==> src/rtl/tmr_pkg.sv <==
package tmr_pkg;
  localparam int DATA_W  = 32;
  localparam int ADDR_W  = 6;
  localparam int PRE_W   = 12;
  localparam int XPRE_W  = 4;
  localparam int XPRE_LSB = PRE_W;

  localparam logic [ADDR_W-1:0] A_CTL  = 6'h00;
  localparam logic [ADDR_W-1:0] A_PRE  = 6'h04;
  localparam logic [ADDR_W-1:0] A_STAT = 6'h08;
  localparam logic [ADDR_W-1:0] A_IEN  = 6'h0C;
  localparam logic [ADDR_W-1:0] A_CMP  = 6'h10;
  localparam logic [ADDR_W-1:0] A_CNT  = 6'h24;

  localparam logic [2:0] SRC_BUS  = 3'd1;
  localparam logic [2:0] SRC_PER  = 3'd2;
  localparam logic [2:0] SRC_XTAL = 3'd5;

  typedef struct packed {
    logic       xtal_en;
    logic       free_run;
    logic [2:0] src;
    logic       wait_en;
    logic       en;
  } ctl_t;
endpackage

==> src/rtl/tmr_regs.sv <==
module tmr_regs
  import tmr_pkg::*;
#(
  parameter int CNT_W = 32
) (
  input  logic              clk,
  input  logic              rst_n,
  input  logic              bus_wr,
  input  logic [ADDR_W-1:0] bus_addr,
  input  logic [DATA_W-1:0] bus_wdata,
  input  logic              match,
  input  logic [CNT_W-1:0]  count,
  output ctl_t              ctl,
  output logic [PRE_W-1:0]  pre_main,
  output logic [XPRE_W-1:0] pre_xtal,
  output logic [CNT_W-1:0]  cmp,
  output logic              flag,
  output logic              ien,
  output logic [DATA_W-1:0] bus_rdata
);
  logic clr;
  assign clr = bus_wr && (bus_addr == A_STAT) && bus_wdata[0];

  always_ff @(posedge clk) begin
    if (!rst_n) begin
      ctl      <= '0;
      pre_main <= '0;
      pre_xtal <= '0;
      cmp      <= '0;
      ien      <= 1'b0;
      flag     <= 1'b0;
    end else begin
      if (bus_wr) begin
        case (bus_addr)
          A_CTL: begin
            ctl.en       <= bus_wdata[0];
            ctl.wait_en  <= bus_wdata[3];
            ctl.src      <= bus_wdata[8:6];
            ctl.free_run <= bus_wdata[9];
            ctl.xtal_en  <= bus_wdata[10];
          end
          A_PRE: begin
            pre_main <= bus_wdata[PRE_W-1:0];
            pre_xtal <= bus_wdata[XPRE_LSB+XPRE_W-1:XPRE_LSB];
          end
          A_IEN:   ien <= bus_wdata[0];
          A_CMP:   cmp <= bus_wdata[CNT_W-1:0];
          default: ;
        endcase
      end
      // a fresh match outranks a clearing write
      flag <= match | (flag & ~clr);
    end
  end

  always_comb begin
    bus_rdata = '0;
    case (bus_addr)
      A_CTL: begin
        bus_rdata[0]    = ctl.en;
        bus_rdata[3]    = ctl.wait_en;
        bus_rdata[8:6]  = ctl.src;
        bus_rdata[9]    = ctl.free_run;
        bus_rdata[10]   = ctl.xtal_en;
      end
      A_PRE: begin
        bus_rdata[PRE_W-1:0] = pre_main;
        bus_rdata[XPRE_LSB+XPRE_W-1:XPRE_LSB] = pre_xtal;
      end
      A_STAT:  bus_rdata[0] = flag;
      A_IEN:   bus_rdata[0] = ien;
      A_CMP:   bus_rdata[CNT_W-1:0] = cmp;
      A_CNT:   bus_rdata[CNT_W-1:0] = count;
      default: ;
    endcase
  end

  // the flag can only rise on a match
  p_flag_src_r8: assert property (@(posedge clk) disable iff (!rst_n)
    $rose(flag) |-> $past(match));
endmodule

==> src/rtl/tmr_tick.sv <==
module tmr_tick
  import tmr_pkg::*;
(
  input  logic              clk,
  input  logic              rst_n,
  input  logic              en,
  input  logic              run,
  input  logic [2:0]        src,
  input  logic              xtal_en,
  input  logic [PRE_W-1:0]  pre_main,
  input  logic [XPRE_W-1:0] pre_xtal,
  input  logic              tick_bus,
  input  logic              tick_per,
  input  logic              tick_xtal,
  output logic              cnt_inc
);
  logic [XPRE_W-1:0] xcnt;
  logic [PRE_W-1:0]  pcnt;
  logic              xstep, xpulse, sel;

  assign xstep  = tick_xtal && xtal_en && (src == SRC_XTAL);
  assign xpulse = xstep && (xcnt == pre_xtal);

  always_comb begin
    case (src)
      SRC_BUS:  sel = tick_bus;
      SRC_PER:  sel = tick_per;
      SRC_XTAL: sel = xpulse;
      default:  sel = 1'b0;
    endcase
  end

  always_ff @(posedge clk) begin
    if (!rst_n || !en) begin
      xcnt <= '0;
      pcnt <= '0;
    end else if (run) begin
      if (xstep) xcnt <= (xcnt == pre_xtal) ? '0 : xcnt + 1'b1;
      if (sel)   pcnt <= (pcnt == pre_main) ? '0 : pcnt + 1'b1;
    end
  end

  assign cnt_inc = run && sel && (pcnt == pre_main);

  // unassigned source codes never yield a count
  p_no_tick_r3: assert property (@(posedge clk) disable iff (!rst_n)
    (src != SRC_BUS && src != SRC_PER && src != SRC_XTAL) |-> !cnt_inc);
endmodule

==> src/rtl/tmr_count.sv <==
module tmr_count #(
  parameter int CNT_W = 32
) (
  input  logic             clk,
  input  logic             rst_n,
  input  logic             en,
  input  logic             blocked,
  input  logic             cnt_inc,
  input  logic             free_run,
  input  logic [CNT_W-1:0] cmp,
  output logic [CNT_W-1:0] count,
  output logic             match
);
  logic [CNT_W-1:0] nxt;

  assign nxt   = (!free_run && count == cmp) ? '0 : count + 1'b1;
  assign match = cnt_inc && (nxt == cmp);

  always_ff @(posedge clk) begin
    if (!rst_n || !en) count <= '0;
    else if (cnt_inc)  count <= nxt;
  end

  p_off_zero_r2: assert property (@(posedge clk) disable iff (!rst_n)
    !en |=> (count == '0));
  p_wait_hold_r10: assert property (@(posedge clk) disable iff (!rst_n)
    (en && blocked) |=> $stable(count));
  // only a unit step or a return to zero
  p_step_r7: assert property (@(posedge clk) disable iff (!rst_n)
    (count != $past(count)) |-> (count == $past(count) + 1'b1 || count == '0));
  p_match_val_r8: assert property (@(posedge clk) disable iff (!rst_n)
    match |=> (count == $past(cmp)));
endmodule

==> src/rtl/cmp_timer.sv <==
module cmp_timer
  import tmr_pkg::*;
#(
  parameter int CNT_W = 32
) (
  input  logic              clk,
  input  logic              rst_n,
  input  logic              tick_bus,
  input  logic              tick_per,
  input  logic              tick_xtal,
  input  logic              wait_req,
  input  logic              bus_wr,
  input  logic [ADDR_W-1:0] bus_addr,
  input  logic [DATA_W-1:0] bus_wdata,
  output logic [DATA_W-1:0] bus_rdata,
  output logic              irq
);
  ctl_t              ctl;
  logic [PRE_W-1:0]  pre_main;
  logic [XPRE_W-1:0] pre_xtal;
  logic [CNT_W-1:0]  cmp, count;
  logic              flag, ien, match, cnt_inc, blocked, run;

  assign blocked = wait_req && !ctl.wait_en;
  assign run     = ctl.en && !blocked;

  tmr_regs #(.CNT_W(CNT_W)) u_regs (
    .clk(clk), .rst_n(rst_n), .bus_wr(bus_wr), .bus_addr(bus_addr),
    .bus_wdata(bus_wdata), .match(match), .count(count), .ctl(ctl),
    .pre_main(pre_main), .pre_xtal(pre_xtal), .cmp(cmp), .flag(flag),
    .ien(ien), .bus_rdata(bus_rdata)
  );

  tmr_tick u_tick (
    .clk(clk), .rst_n(rst_n), .en(ctl.en), .run(run), .src(ctl.src),
    .xtal_en(ctl.xtal_en), .pre_main(pre_main), .pre_xtal(pre_xtal),
    .tick_bus(tick_bus), .tick_per(tick_per), .tick_xtal(tick_xtal),
    .cnt_inc(cnt_inc)
  );

  tmr_count #(.CNT_W(CNT_W)) u_count (
    .clk(clk), .rst_n(rst_n), .en(ctl.en), .blocked(blocked),
    .cnt_inc(cnt_inc), .free_run(ctl.free_run), .cmp(cmp),
    .count(count), .match(match)
  );

  assign irq = flag & ien;
endmodule

==> config.mk <==
export PLATFORM = sky130hd
export DESIGN_NAME = cmp_timer
export DESIGN_NICKNAME = d
export VERILOG_FILES = /design/src/rtl/tmr_pkg.sv /design/src/rtl/tmr_regs.sv /design/src/rtl/tmr_tick.sv /design/src/rtl/tmr_count.sv /design/src/rtl/cmp_timer.sv
export SDC_FILE = /design/constraint.sdc
export NUM_CORES = 1
export LEC_CHECK = 0
export BUFFER_PORTS_ARGS = -buffer_cell sky130_fd_sc_hd__buf_2
export CAP_MARGIN = 20
export CORE_MARGIN = 8
export CORE_UTILIZATION = 50
export DETAILED_ROUTE_END_ITERATION = 8
export GPL_TIMING_DRIVEN = 0
export PLACE_DENSITY = 0.72
export SYNTH_ARGS = -nofsm -noshare
export SYNTH_HDL_FRONTEND = slang
export SYNTH_SLANG_ARGS = --single-unit
==> constraint.sdc <==
create_clock -name clk -period 3 [get_ports clk]
set_input_delay 0.15 -clock clk [delete_from_list [all_inputs] [get_ports clk]]
set_output_delay 0.15 -clock clk [all_outputs]
set_load 0.05 [all_outputs]
# Word-level counts from Yosys, hierarchy flattened
# Cells that the tools add are included.
[totals]
word_cells = 67
output_inout_bits = 33
regBits = 105
[classes]
bitwise = 4
n_eq_ne = 12
muxes = 11
n_reduce_logical = 24
addsub = 3
[ops]
columns = ["cell", "count"]
rows = [
  ["equality test 32 bit", 2],
  ["adder 32 x 1 -> 32 bit, second input constant", 1],
  ["two-way mux 32 bit", 1],
  ["one-hot mux 16 bit (2 select lines)", 1],
  ["one-hot mux 5 bit (4 select lines)", 1],
  ["one-hot mux 5 bit (3 select lines)", 1],
  ["adder 12 x 1 -> 12 bit, second input constant", 1],
  ["equality test 12 bit", 1],
  ["equality test 6 x 4 -> 1 bit, second input constant", 2],
  ["two-way mux 12 bit", 1],
  ["one-hot mux 2 bit (3 select lines)", 2],
  ["AND reduction 2 bit", 6],
  ["logical AND 1 bit", 11],
  ["equality test 6 x 3 -> 1 bit, second input constant", 1],
  ["equality test 6 x 5 -> 1 bit, second input constant", 1],
  ["equality test 6 bit, second input constant", 1],
  ["zero test 6 bit", 1],
  ["one-hot mux 1 bit (6 select lines)", 1],
  ["zero test 1 bit", 5],
  ["adder 4 x 1 -> 4 bit, second input constant", 1],
  ["equality test 4 bit", 1],
  ["two-way mux 4 bit", 1],
  ["one-hot mux 1 bit (4 select lines)", 1],
  ["equality test 3 x 1 -> 1 bit, second input constant", 1],
  ["other kinds (7)", 8],
]

# Longest topological paths before layout
[logic_depth]
depth_word = 8
depth_mapped = 11
mapped_depth_nobuf = 10

# By module
# Synthesis repeated with hierarchy kept, for this count alone.
[hier_totals]
cells_unflattened = 890
area_unflattened_um2 = 7144.4
[by_module_without_submodules]
columns = ["mod", "area_per_inst_um2", "cells_each", "instances"]
rows = [
  ["tmr_count", 3149.3, 437, 1],
  ["tmr_regs", 2892.8, 317, 1],
  ["tmr_tick", 1073.5, 133, 1],
  ["cmp_timer", 28.8, 3, 1],
]

# Least setup slack after synthesis
# OpenSTA, ideal clock, no wires.
[synth_path]
path_type = "register to register"
startpoint = "register u_count.count[1]"
endpoint = "register u_regs.flag"
arrival_ps = 2691
required_time_ps = 2916
synth_period_minus_slack_ps = 2776
path_stages_with_launch = 11
setup_ps = 84
setup_slack_ps = 224
path_cell_list = "dfxtp_1 -> ha_1 -> nand3_1 -> buf_2 -> or4_4 -> xor2_1 -> o21ai_0 -> or4_1 -> nor4_1 -> nand4b_1 -> o31ai_2"
[synth_via]
elab_chain_len = 6
elab_cells_between_ends = 7
[synth_rtl]
columns = ["element", "line_no", "rtl"]
rows = [
  ["start: declaration", "tmr_count.sv:11", "output logic [CNT_W-1:0] count,"],
  ["start signal: assignment", "tmr_count.sv:21", "else if (cnt_inc) count <= nxt;"],
  ["branches (longest 2 deep; another with adder 32 x 1 -> 32 bit)", "n/a", ""],
  ["two-way mux 32 bit (*)", "tmr_count.sv:16", "assign nxt = (!free_run && count == cmp) ? '0 : count + 1'b1;"],
  ["equality test 32 bit (*)", "tmr_count.sv:17", "assign match = cnt_inc && (nxt == cmp);"],
  ["logical AND 1 bit (*)", "tmr_count.sv:17", ""],
  ["bitwise OR 1 bit (*)", "tmr_regs.sv:52", "flag <= match | (flag & ~clr);"],
  ["end signal: assignment", "tmr_regs.sv:52", ""],
  ["end: declaration", "tmr_regs.sv:17", "output logic flag,"],
]
# Mark *: on every way between the ends.
# A chain may end at the register's enable or synchronous reset.

# Worst setup path after layout
# Same ends and word-level chain as after synthesis.

==> qor.txt <==
status: finished, final reports clean
worst r2r path cells: 11
Post-Route WL: 23340 um
first-pass GRT wire length: 36000 um
HP Class: primary input to flop
Root Driver: clkbuf_16
die width: 131.6 um
Synth async-reset ratio: 0
Slew Limit Fails: 0
setup slack, reg-to-reg: 0.03 ns
Crit Path Category: flop to flop
H-tree depth: 3
CP max-delay cell: or4_4
R2R Path End: u_regs.flag
number of diodes: 0
Max Cap Viol: 0
share of cells above drive strength 1: 0.1705
maximum VDD drop: 0.2693 mV
initial antenna violation count: 0
Overflow after GRT: 0
yosys warns: 0
distinct cell type count after synthesis: 62
GRT Overall Usage: 0.2610
Hold Fails Final Rpt: 0
TritonCTS sink count: 105
Routed WL per cell: 20.00 um
mux cell area share after synthesis: 0.007864
Synth Instances: 892
Final #Nets: 1034
Final ANT Viol Nets: 0
fillers: 1225
initial DRC count: 1004
crit path capture: u_regs.flag
max frequency: 0.3364 GHz
Starting Density: 0.5087
Synth Area in Adders: 0.005617
critical-path maximum fanout: 5
area occupied by multi-input gates: 4304 um^2
Seq cells post-synth: 105
die area: 17320 um^2
largest family of logic cells by synthesized area: simple AND/OR/NAND/NOR gates
Synth Area per Inst: 7.492 um^2
crit path cell chain: ha_4 -> nand3_4 -> buf_6 -> or3_4 -> xor2_2 -> a22oi_1 -> nand2_1 -> or4_4 -> nor4_4 -> nand4b_1 -> o31ai_2
placed cell area: 7283 um^2
register area: 2108 um^2
Pre-antenna DRT Iters: 6
post-layout min period: 2.973 ns
final instance area: 7885 um^2
vias per std cell: 5.990
Static Leak: 3.119 nW
Synth Area in Simple Gates: 0.2803
Synth Area in Compound Gates: 0.2123
Core ar.: 13140 um^2
commonest non-fill, non-tap cell in the layout: nand2_1
Seq/Total Area, Yosys: 0.3145
I/O pins: 78
worst flop-to-flop path startpoint: u_count.count[1]
EDFF count, synth: 0
CTS Buffer Depth: 2
Mapped Nets: 940
Req. time, crit path: 3.28 ns
row count: 42
period utilisation layout: 0.9910
Worst Setup SP: u_count.count[1]
Die Span Y: 131.6 um
Netlist Area Pre-Place: 6683 um^2
DRC viols: 0
largest net degree at the start of global routing: 20
Vias: 6990
Final Wtd Congestion: 0.9919
clk_skew: 0.01174 ns
CTS buffer count: 9
P per Cell Area: 357.6 nW/um^2
CTS clk-pin slew, worst paths: 0.08 ns
Setup crit start kind: flop
Power, Total: 2.819 mW
critical path data arrival time: 3.25 ns
CP endpoint kind: flop
TritonCTS clock tree: yes
Skew-Pair Late Insertion Delay: 0.37 ns
Final Setup Violations: 0
vias in the first global route: 6512
Worst-Margin Slew: 0.8605 ns
post-synthesis xor/xnor area fraction: 0.1140
hpwl dp: 17340 um
RSZ-0062 raised after global routing: true
commonest cells after routing, fill and taps aside: 160 x nand2_1, 102 x dfxtp_1, 83 x buf_2
max incr delay on CP: 0.54 ns
IO Port Bufs: 76
area grow syn2layout: 17.99%
Rel. slew slack: 0.4211
top_reg_cell synth: dfxtp_1
## synth_stat cells (17+ instances only)
library cell / instances / area (um^2)
nand2_1: 161 / 604.3
o21ai_0: 37 / 185.2
nor3_1: 23 / 115.1
nor4_1: 24 / 150.1
a222oi_1: 19 / 190.2
nand4_1: 17 / 106.4
nand3_1: 29 / 145.1
dfxtp_1: 105 / 2102
a21boi_0: 57 / 427.9
inv_1: 30 / 112.6
xnor2_1: 22 / 192.7
a21oi_1: 36 / 180.2
nor2_1: 70 / 262.8
xor2_1: 65 / 569.3
clkbuf_1: 57 / 214.0
## metal layers
| layer | GRT usage | vias to the layer above | part of all wire | routed length [um] |
|---|---|---|---|---|
| met3 | 0.07088 | 64 | 0.10 | 2449 |
| li1 | - | 3307 | - | - |
| met4 | 0.09828 | 0 | 0.032 | 758 |
| met5 | 0 | - | 0 | 0 |
| met1 | 0.3426 | 3200 | 0.42 | 9708 |
| met2 | 0.3995 | 419 | 0.45 | 10420 |
## what timing repair did
item                       CTS  global route
hold buffers                 0             0
pin swaps                    1            16
gates cloned                 0             1
buffers inserted             1            14
gates resized for setup     14            37
setup endpoints to repair   33            33
## through the flow
stage                     hold slack, ns  std cells  setup TNS, ns  setup slack, ns  utilization
after detailed placement          0.4128       1144         -8.944          -0.6112       0.5544
after floorplan                   0.2949        892              0           0.2242            -
after CTS                        0.02713       1160        -0.1293          -0.1293       0.5824
after global placement            0.4075       1144         -9.511          -0.6227       0.5544
final                            0.02805       1167              0          0.02694       0.6002
after global routing             0.02944       1167       -0.03751         -0.03751       0.6002
## kinds of logic after synthesis
family	count (synthesis)
and+or+nand+nor	385
AOI/OAI and AO/OA	202
buffers and inverters	105
DFF	105
xor gates and xnor gates	87
muxes	5
adders and majority gates	3
## critical path: cells and delay by family (launching register included)
kind	cells	cell delay, ns
AND/OR/NAND/NOR	6	1.56
AO/OA/AOI/OAI	2	0.43
flip-flops	1	0.38
XOR/XNOR	1	0.18
buffers and inverters	1	0.15
adder cells (fa/ha/maj)	1	0.18
## flip-flops by register name, summed over array words and instances (netlist names)
register / cells
u_count.count: 32
u_regs.cmp: 32
u_regs.ctl: 7
u_regs.flag: 1
u_regs.ien: 1
u_regs.pre_main: 12
u_regs.pre_xtal: 4
u_tick.pcnt: 12
u_tick.xcnt: 4
## where the power goes
part	switching (mW)	internal (mW)	total, mW
registers	0.00515	1.39	1.40
logic	0.0977	0.0642	0.162
clock network	0.593	0.665	1.26
## cell type report
type	instances	area share
sequential	105	0.2674
clock inverter	7	0.01079
timing repair buffer	93	0.06427
clock buffer	9	0.02856
multi-input combinational	682	0.5459
tap	176	0.02793
inverter	30	0.01428
buffer	65	0.04094
## worst min path at each step
stage                             start             end  cells after the start
after CTS                 bus_wdata[28]  u_regs.cmp[28]                      3
after floorplan            bus_wdata[0]   u_regs.cmp[0]                      2
after global placement    bus_wdata[24]  u_regs.cmp[24]                      3
final                     bus_wdata[28]  u_regs.cmp[28]                      3
after detailed placement  bus_wdata[28]  u_regs.cmp[28]                      3
after global routing      bus_wdata[28]  u_regs.cmp[28]                      3
No activity file was read; power rests on OpenSTA's default activity.
